File: src/rtl/seg_xlate_pkg.sv
package seg_xlate_pkg;

  typedef enum logic [1:0] {
    CAUSE_NONE    = 2'b00,
    CAUSE_INVALID = 2'b01,
    CAUSE_LIMIT   = 2'b10
  } cause_e;

  // Invalid entry outranks an over-limit offset
  function automatic cause_e pick_cause(input logic entry_ok, input logic over);
    if (!entry_ok)  return CAUSE_INVALID;
    else if (over)  return CAUSE_LIMIT;
    else            return CAUSE_NONE;
  endfunction

endpackage

File: src/rtl/seg_table.sv
module seg_table #(
  parameter int SEG_W = 3,
  parameter int OFF_W = 29,
  parameter int PA_W  = 32
) (
  input  logic             clk,
  input  logic             rst_n,
  input  logic             wr_en,
  input  logic [SEG_W-1:0] wr_idx,
  input  logic [PA_W-1:0]  wr_base,
  input  logic [OFF_W-1:0] wr_limit,
  input  logic             wr_valid,
  input  logic [SEG_W-1:0] rd_idx,
  output logic             rd_valid,
  output logic [PA_W-1:0]  rd_base,
  output logic [OFF_W-1:0] rd_limit
);
  localparam int NSEG = 1 << SEG_W;

  logic [PA_W-1:0]  base_q  [NSEG];
  logic [OFF_W-1:0] limit_q [NSEG];
  logic [NSEG-1:0]  valid_q;
  logic [NSEG-1:0]  ent_sel;

  for (genvar g = 0; g < NSEG; g++) begin : g_sel
    assign ent_sel[g] = wr_en && (wr_idx == SEG_W'(g));
  end

  always_ff @(posedge clk) begin
    if (!rst_n) begin
      valid_q <= '0;
      for (int i = 0; i < NSEG; i++) begin
        base_q[i]  <= '0;
        limit_q[i] <= '0;
      end
    end else begin
      for (int i = 0; i < NSEG; i++) begin
        if (ent_sel[i]) begin
          base_q[i]  <= wr_base;
          limit_q[i] <= wr_limit;
          valid_q[i] <= wr_valid;
        end
      end
    end
  end

  assign rd_valid = valid_q[rd_idx];
  assign rd_base  = base_q[rd_idx];
  assign rd_limit = limit_q[rd_idx];

endmodule

File: src/rtl/seg_check.sv
module seg_check
  import seg_xlate_pkg::*;
#(
  parameter int OFF_W = 29,
  parameter int PA_W  = 32
) (
  input  logic             ent_valid,
  input  logic [PA_W-1:0]  ent_base,
  input  logic [OFF_W-1:0] ent_limit,
  input  logic [OFF_W-1:0] off,
  output logic             over,
  output cause_e           cause,
  output logic [PA_W-1:0]  paddr
);
  function automatic logic beyond(input logic [OFF_W-1:0] o, input logic [OFF_W-1:0] lim);
    return !(o < lim);
  endfunction

  function automatic logic [PA_W-1:0] relocate(input logic [PA_W-1:0] b, input logic [OFF_W-1:0] o);
    return b + PA_W'(o);
  endfunction

  assign over  = beyond(off, ent_limit);
  assign cause = pick_cause(ent_valid, over);
  assign paddr = (cause == CAUSE_NONE) ? relocate(ent_base, off) : '0;

endmodule

File: src/rtl/seg_xlate.sv
module seg_xlate
  import seg_xlate_pkg::*;
#(
  parameter int ADDR_W = 32,
  parameter int SEG_W  = 3,
  parameter int PA_W   = 32
) (
  input  logic                    clk,
  input  logic                    rst_n,
  input  logic                    cfg_we,
  input  logic [SEG_W-1:0]        cfg_idx,
  input  logic [PA_W-1:0]         cfg_base,
  input  logic [ADDR_W-SEG_W-1:0] cfg_limit,
  input  logic                    cfg_valid,
  input  logic                    req_vld,
  input  logic [ADDR_W-1:0]       req_addr,
  output logic                    rsp_vld,
  output logic [PA_W-1:0]         rsp_paddr,
  output logic                    rsp_fault,
  output logic [1:0]              rsp_cause
);
  localparam int OFF_W = ADDR_W - SEG_W;

  logic [SEG_W-1:0] lk_seg;
  logic [OFF_W-1:0] lk_off;
  logic             lk_valid;
  logic [PA_W-1:0]  lk_base;
  logic [OFF_W-1:0] lk_limit;
  logic             lk_over;
  cause_e           lk_cause;
  logic [PA_W-1:0]  lk_paddr;

  assign lk_seg = req_addr[ADDR_W-1 -: SEG_W];
  assign lk_off = req_addr[OFF_W-1:0];

  seg_table #(.SEG_W(SEG_W), .OFF_W(OFF_W), .PA_W(PA_W)) u_table (
    .clk(clk), .rst_n(rst_n),
    .wr_en(cfg_we), .wr_idx(cfg_idx), .wr_base(cfg_base),
    .wr_limit(cfg_limit), .wr_valid(cfg_valid),
    .rd_idx(lk_seg), .rd_valid(lk_valid), .rd_base(lk_base), .rd_limit(lk_limit)
  );

  seg_check #(.OFF_W(OFF_W), .PA_W(PA_W)) u_check (
    .ent_valid(lk_valid), .ent_base(lk_base), .ent_limit(lk_limit),
    .off(lk_off), .over(lk_over), .cause(lk_cause), .paddr(lk_paddr)
  );

  always_ff @(posedge clk) begin
    if (!rst_n) begin
      rsp_vld   <= 1'b0;
      rsp_paddr <= '0;
      rsp_fault <= 1'b0;
      rsp_cause <= CAUSE_NONE;
    end else begin
      rsp_vld <= req_vld;
      if (req_vld) begin
        rsp_paddr <= lk_paddr;
        rsp_fault <= (lk_cause != CAUSE_NONE);
        rsp_cause <= lk_cause;
      end else begin
        rsp_paddr <= '0;
        rsp_fault <= 1'b0;
        rsp_cause <= CAUSE_NONE;
      end
    end
  end

endmodule

File: config.mk
export PLATFORM = sky130hd
export DESIGN_NAME = seg_xlate
export DESIGN_NICKNAME = d
export VERILOG_FILES = /design/src/rtl/seg_xlate_pkg.sv /design/src/rtl/seg_table.sv /design/src/rtl/seg_check.sv /design/src/rtl/seg_xlate.sv
export SDC_FILE = /design/constraint.sdc
export NUM_CORES = 1
export LEC_CHECK = 0
export BUFFER_PORTS_ARGS = -buffer_cell sky130_fd_sc_hd__buf_4
export CAP_MARGIN = 20
export CORE_UTILIZATION = 30
export DETAILED_ROUTE_END_ITERATION = 12
export GPL_TIMING_DRIVEN = 0
export PLACE_DENSITY = 0.52
export SYNTH_ARGS = -nofsm -noshare
export SYNTH_HDL_FRONTEND = slang
export SYNTH_SLANG_ARGS = --single-unit
File: constraint.sdc
create_clock -name clk -period 5.17 [get_ports clk]
set_input_delay 0.7755 -clock clk [delete_from_list [all_inputs] [get_ports clk]]
set_output_delay 0.7755 -clock clk [all_outputs]
set_load 0.005 [all_outputs]
==> results.json, run 1 <==
{
  "vias": 14780,
  "max_stage_delay_ns": 0.75,
  "worstHoldPathCells": 3,
  "outcome": "finished clean",
  "pre_cts_ws_ns": -1.820,
  "p_leak_nw": 10.32,
  "place.gp.congestion": 0.8614,
  "nets": 2019,
  "r2r-start": "u_table.limit_q[7][12]",
  "synthTopCellsByArea": "edfxtp_1 (62%), mux4_2 (12%), nor2_1 (6.5%), dfxtp_1 (3.7%), ha_1 (3.0%)",
  "path_class": "in2reg",
  "synthArstFlopShare_pct": 0,
  "port_buffers": 131,
  "fin_skew_ns": 0.02133,
  "dpl.cell_count": 2844,
  "fmax_mhz": 200.1,
  "fp.coreArea_um2": 77850,
  "diodes": 0,
  "cp-end-kind": "register",
  "drt_iter0_markers": 1584,
  "multi_input_area_um2": 7654,
  "synth.distinct_cells": 56,
  "synth_edf_count": 488,
  "drc": 0,
  "fin_ws_ns": 0.1731,
  "hold_end": "rsp_vld",
  "fin_crit_ns": 4.997,
  "die-area_um2": 80210,
  "start_util_pct": 30.47,
  "power_mw": 10.45,
  "synth_top_cell_by_area": "edfxtp_1",
  "crit_slowest_cell": "clkbuf_1",
  "stdcell_area_um2": 28160,
  "dp_hpwl_um": 48780,
  "final_cells": 2945,
  "syn_area_um2": 23720,
  "vdd_drop_max_uv": 235.5,
  "synth_flop_cell": "edfxtp_1",
  "final_layout_size_suffix_gt1_share_pct": 22.62,
  "worst_pin_slew_ns": 1.067,
  "ys_ff_latch": 532,
  "clock_path_buffers": 3,
  "setup_viol": 0,
  "r2r_cells": 12,
  "io_pins": 137,
  "critPathMaxFanout": 19,
  "avgSynthCellArea_um2": 14.25,
  "htreeDepth": 2,
  "hold_path_class": "in2reg",
  "antenna_found_initial": 1,
  "grt_setup_unrepaired": "no",
  "cp_data_arrival_time_ns": 5.46,
  "hold_viol_final": 0,
  "area_growth_pct": 18.69,
  "r2r_setup_slack_ns": 0.97,
  "report.final.slew_viol_count": 0,
  "clkSinkCount": 532,
  "cp_cell_sequence": "buf_2, clkbuf_4, clkbuf_1, mux4_2, mux2i_1, ha_1, a21oi_1, o21ai_0, a21oi_1, o22ai_1, a2111o_1, o21ai_4, nand2_2, buf_4, nor3b_1",
  "final_core_util_pct": 36.17,
  "power_density_nw_per_um2": 371.0,
  "dpl_cell_area_um2": 26290,
  "r2r-end": "rsp_paddr[13]",
  "syn_inst": 1665,
  "grt_usage_pct": 17.62,
  "ys_seq_area_share_pct": 65.48,
  "crit_top_cell": "a21oi_1",
  "die_x_um": 283.2,
  "grt_start_max_net_pins": 46,
  "wl_per_cell_um": 24.19,
  "final_cell_mix": "edfxtp_1 (488), nor2_1 (412), buf_4 (136)",
  "seqCellArea_um2": 15530,
  "relSlewSlack_pct": 28.88,
  "clockRootBuffer": "clkbuf_16",
  "die_y_um": 283.2,
  "path_clk_slew_ns": 0.06,
  "cts_made_buffers": 57,
  "yosysWarningCount": 0,
  "worstHoldStart": "req_vld",
  "row_count": 102,
  "ant_nets": 0,
  "fillers": 7548,
  "first_pass_iters": 5,
  "fin_setup_tns_ns": 0,
  "grt_pass1_vias": 15340,
  "critPathTopFamily": "buffers and inverters",
  "worstSetupStartpointType": "input pin",
  "worstPathRequired_ns": 5.63,
  "synth_top_cell_area_share_pct": 61.77,
  "whs_ns": 0.4188,
  "drv_cap": 0,
  "via_per_inst": 5.019,
  "layout_commonest_cell": "edfxtp_1",
  "insertion_delay_ns": 0.62,
  "synthesis.nets": 1824,
  "gr-total-overflow": 0,
  "cts_tree": "done",
  "wl_um": 71250,
  "period_share_pct": 96.65,
  "grt_pass1_wl_um": 102500,
  "cp_num_buf_inv": 4
}
state kept, by name, summed over array words and instances, names as in the netlist:
signal           cells
u_table.base_q     256
u_table.limit_q    232
rsp_paddr           32
u_table.valid_q      8
rsp_cause            2
rsp_fault            1
rsp_vld              1
kinds of logic after synthesis:
family,synth area share (%)
xor+xnor,0.7383
flops,65.48
mux,14.94
buf+inv,2.684
simple gates,10.18
fa+ha+maj,3.091
compound gates,2.885
final cells by class:
type	count	share of cell area, %
buffer	85	1.329
clock buffer	76	5.617
clock inverter	28	0.8220
inverter	74	0.9864
multi-input combinational	971	27.18
sequential	532	55.17
tap	1040	4.621
timing repair buffer	139	4.275
worst max-delay path by stage:
stage	slack, ns	depth (start not counted)	end	start
floorplan	0.75	16	rsp_paddr[25]	req_addr[29]
global placement	-1.83	16	rsp_paddr[3]	req_addr[30]
detailed placement	-1.82	16	rsp_paddr[5]	req_addr[30]
CTS	0.06	14	rsp_paddr[13]	req_addr[31]
global route	0.04	15	rsp_paddr[13]	req_addr[29]
finish	0.17	15	rsp_paddr[13]	req_addr[30]
cell usage after synthesis (all sizes together), types with 6 or more instances:
cell type / instances
xor2: 10
ha: 57
edfxtp: 488
inv: 74
clkbuf: 65
a211oi: 7
a21o: 6
buf: 23
nand2: 101
dfxtp: 44
o21ai: 24
nor2: 412
xnor2: 10
mux2: 32
nor2b: 16
mux2i: 41
nand3: 20
nor3: 17
mux4: 123
a21oi: 33
worst register-to-register path, stage by stage, from the launching register on:
cell and delay, ns:
edfxtp_1 0.37, mux4_2 0.49, mux2i_1 0.42, ha_1 0.34, a21oi_1 0.11, o21ai_0 0.10
a21oi_1 0.27, o22ai_1 0.12, a2111o_1 0.48, o21ai_4 0.36, nand2_2 0.29, buf_4 0.31
nor3b_1 0.40
where the power goes:
group / total, mW / switching [mW] / internal, mW
logic: 1.37 / 0.834 / 0.541
clock network: 4.01 / 1.72 / 2.29
registers: 5.06 / 0.0673 / 4.99
total: 10.4 / 2.62 / 7.83
timing repair:
item,in CTS,in global routing
resized for setup,20,4
hold buffers,0,0
endpoints found under the setup margin,31,12
cloned,0,0
setup buffers,0,0
per-layer routing:
metal / GRT usage (%) / routed length (µm) / vias up
met4: 5.554 / 1944 / 0
met1: 24.82 / 31520 / 7599
met3: 2.738 / 5053 / 113
met2: 27.84 / 32740 / 551
met5: 0 / 0 / -
li1: - / - / 6518
No activity file was read; power rests on OpenSTA's default activity.
==> run 2: changes to the inputs <==
--- a/config.mk
+++ b/config.mk
@@ -6,7 +6,7 @@
 export NUM_CORES = 1
 export LEC_CHECK = 0
 export BUFFER_PORTS_ARGS = -buffer_cell sky130_fd_sc_hd__buf_4
-export CAP_MARGIN = 20
+export CORE_MARGIN = 2
 export CORE_UTILIZATION = 30
 export DETAILED_ROUTE_END_ITERATION = 12
 export GPL_TIMING_DRIVEN = 0
==> run 2 against run 1 <==
Effect of this change: non-clock buffer count did not move; cell count up 0.34%; count of clock-buffer cells in the layout increased by 2; total power up 0.44%; maximum frequency decreased by 1.2%; first-iteration DRC count fell by 17%.
==> results.json, run 2 (synthesized netlist as in run 1, its figures left out) <==
{
  "outcome": "finished clean",
  "final_layout_size_suffix_gt1_share_pct": 22.47,
  "fp.coreArea_um2": 78610,
  "top_register": "u_table.base_q",
  "path_clk_slew_ns": 0.07,
  "period_share_pct": 97.83,
  "grt_pass1_wl_um": 100800,
  "cts_made_buffers": 57,
  "place.gp.congestion": 0.8511,
  "fin_crit_ns": 5.058,
  "worstHoldStart": "req_vld",
  "dp_hpwl_um": 48340,
  "final_cell_mix": "edfxtp_1 (488), nor2_1 (412), buf_4 (135)",
  "start_util_pct": 30.18,
  "dpl.cell_count": 2854,
  "hold_buffers": 0,
  "report.final.slew_viol_count": 0,
  "die_y_um": 285.2,
  "largest_reg_flops": 256,
  "p_leak_nw": 10.34,
  "fin_setup_tns_ns": 0,
  "htreeDepth": 2,
  "grt_setup_unrepaired": "no",
  "hold_path_class": "in2reg",
  "fmax_mhz": 197.7,
  "clockRootBuffer": "clkbuf_16",
  "power_mw": 10.49,
  "row_count": 103,
  "area_growth_pct": 18.75,
  "cp-end-kind": "register",
  "power_density_nw_per_um2": 372.5,
  "path_class": "in2reg",
  "seqCellArea_um2": 15530,
  "hold_viol_final": 0,
  "drc": 0,
  "die_x_um": 285.2,
  "vdd_drop_max_uv": 236.7,
  "multi_input_area_um2": 7632,
  "die-area_um2": 81340,
  "cts_tree": "done",
  "diodes": 0,
  "grt_pass1_vias": 15140,
  "relSlewSlack_pct": 33.97,
  "first_pass_iters": 7,
  "grt_start_max_net_pins": 44,
  "antenna_found_initial": 1,
  "wl_um": 69960,
  "fin_ws_ns": 0.1122,
  "vias": 14600,
  "drt_iter0_markers": 1318,
  "via_per_inst": 4.940,
  "r2r-start": "u_table.limit_q[1][6]",
  "clkSinkCount": 532,
  "crit_path_start": "req_addr[29]",
  "wl_per_cell_um": 23.67,
  "worstPathRequired_ns": 5.64,
  "fillers": 7607,
  "gr-total-overflow": 0,
  "pre_cts_ws_ns": -1.514,
  "post-cts-setup-buffers": 0,
  "worst_pin_slew_ns": 0.9905,
  "port_buffers": 131,
  "final_cells": 2955,
  "grt_usage_pct": 17.08,
  "ant_nets": 0,
  "clock_path_buffers": 3,
  "critPathMaxFanout": 19,
  "nets": 2019,
  "worstSetupStartpointType": "input pin",
  "cp_data_arrival_time_ns": 5.52,
  "io_pins": 137,
  "layout_commonest_cell": "edfxtp_1",
  "fin_skew_ns": 0.01933,
  "largestRegisters": "u_table.base_q (256), u_table.limit_q (232), rsp_paddr (32)",
  "whs_ns": 0.4155,
  "setup_viol": 0,
  "insertion_delay_ns": 0.61,
  "drv_cap": 0
}
run 2: cell count changes in the layout (fill, tap and decap cells not counted), sizes merged:
cell	delta
buf	+1
bufinv	+2
clkbuf	+1
clkinv	+1
clkinvlp	-1
inv	-4
run 2: critical path, cell delays in order:
cell	delay (ns)
buf_2	0.23
buf_4	0.39
buf_4	0.35
mux4_2	0.56
mux2i_2	0.27
ha_1	0.31
a21oi_1	0.17
o21ai_0	0.15
a21oi_1	0.32
o22ai_1	0.11
a2111o_1	0.50
o21ai_4	0.35
nand2_1	0.30
buf_4	0.31
nor3_1	0.39
run 2: metal layers:
metal  global-route usage, %  wire length, µm  vias up
li1                        -                -     6513
met1                   23.04            29830     7482
met2                   27.29            32500      504
met3                   4.520             5824       97
met4                   4.542             1791        2
met5                       0               19        -
run 2: final timing paths:
kind / endpoint / slack (ns) / cells after the start
hold / removal: rsp_vld / 0.42 / 3
hold reg to reg: u_table.valid_q[3] / 0.53 / 2
setup / recovery: rsp_paddr[29] / 0.11 / 15
setup reg to reg: rsp_paddr[29] / 0.98 / 12
run 2: final cells by class:
| cell class | count | share of cell area, % |
|---|---|---|
| timing repair buffer | 139 | 4.219 |
| multi-input combinational | 971 | 27.09 |
| buffer | 85 | 1.355 |
| tap | 1050 | 4.663 |
| clock inverter | 26 | 0.9415 |
| clock buffer | 78 | 5.605 |
| sequential | 532 | 55.14 |
| inverter | 74 | 0.9859 |
run 2: per-stage QoR:
stage	utilization (%)	area, µm²
floorplan	-	23720
global placement	33.10	26020
detailed placement	33.44	26290
CTS	35.83	28170
global route	35.84	28170
finish	35.84	28170
run 2: power breakdown:
part | total, mW | switching (mW) | internal, mW | leakage, nW
clock | 4.06 | 1.68 | 2.38 | 0.906
sequential | 5.06 | 0.0662 | 4.99 | 5.08
combinational | 1.38 | 0.835 | 0.540 | 4.35
total | 10.5 | 2.58 | 7.91 | 10.3
run 2: repair_timing:
action / 4_1_cts / 5_1_grt
endpoints found under the hold margin: 0 / 0
setup endpoints to repair: 31 / 7
gates resized for setup: 18 / 11
gates cloned: 0 / 0
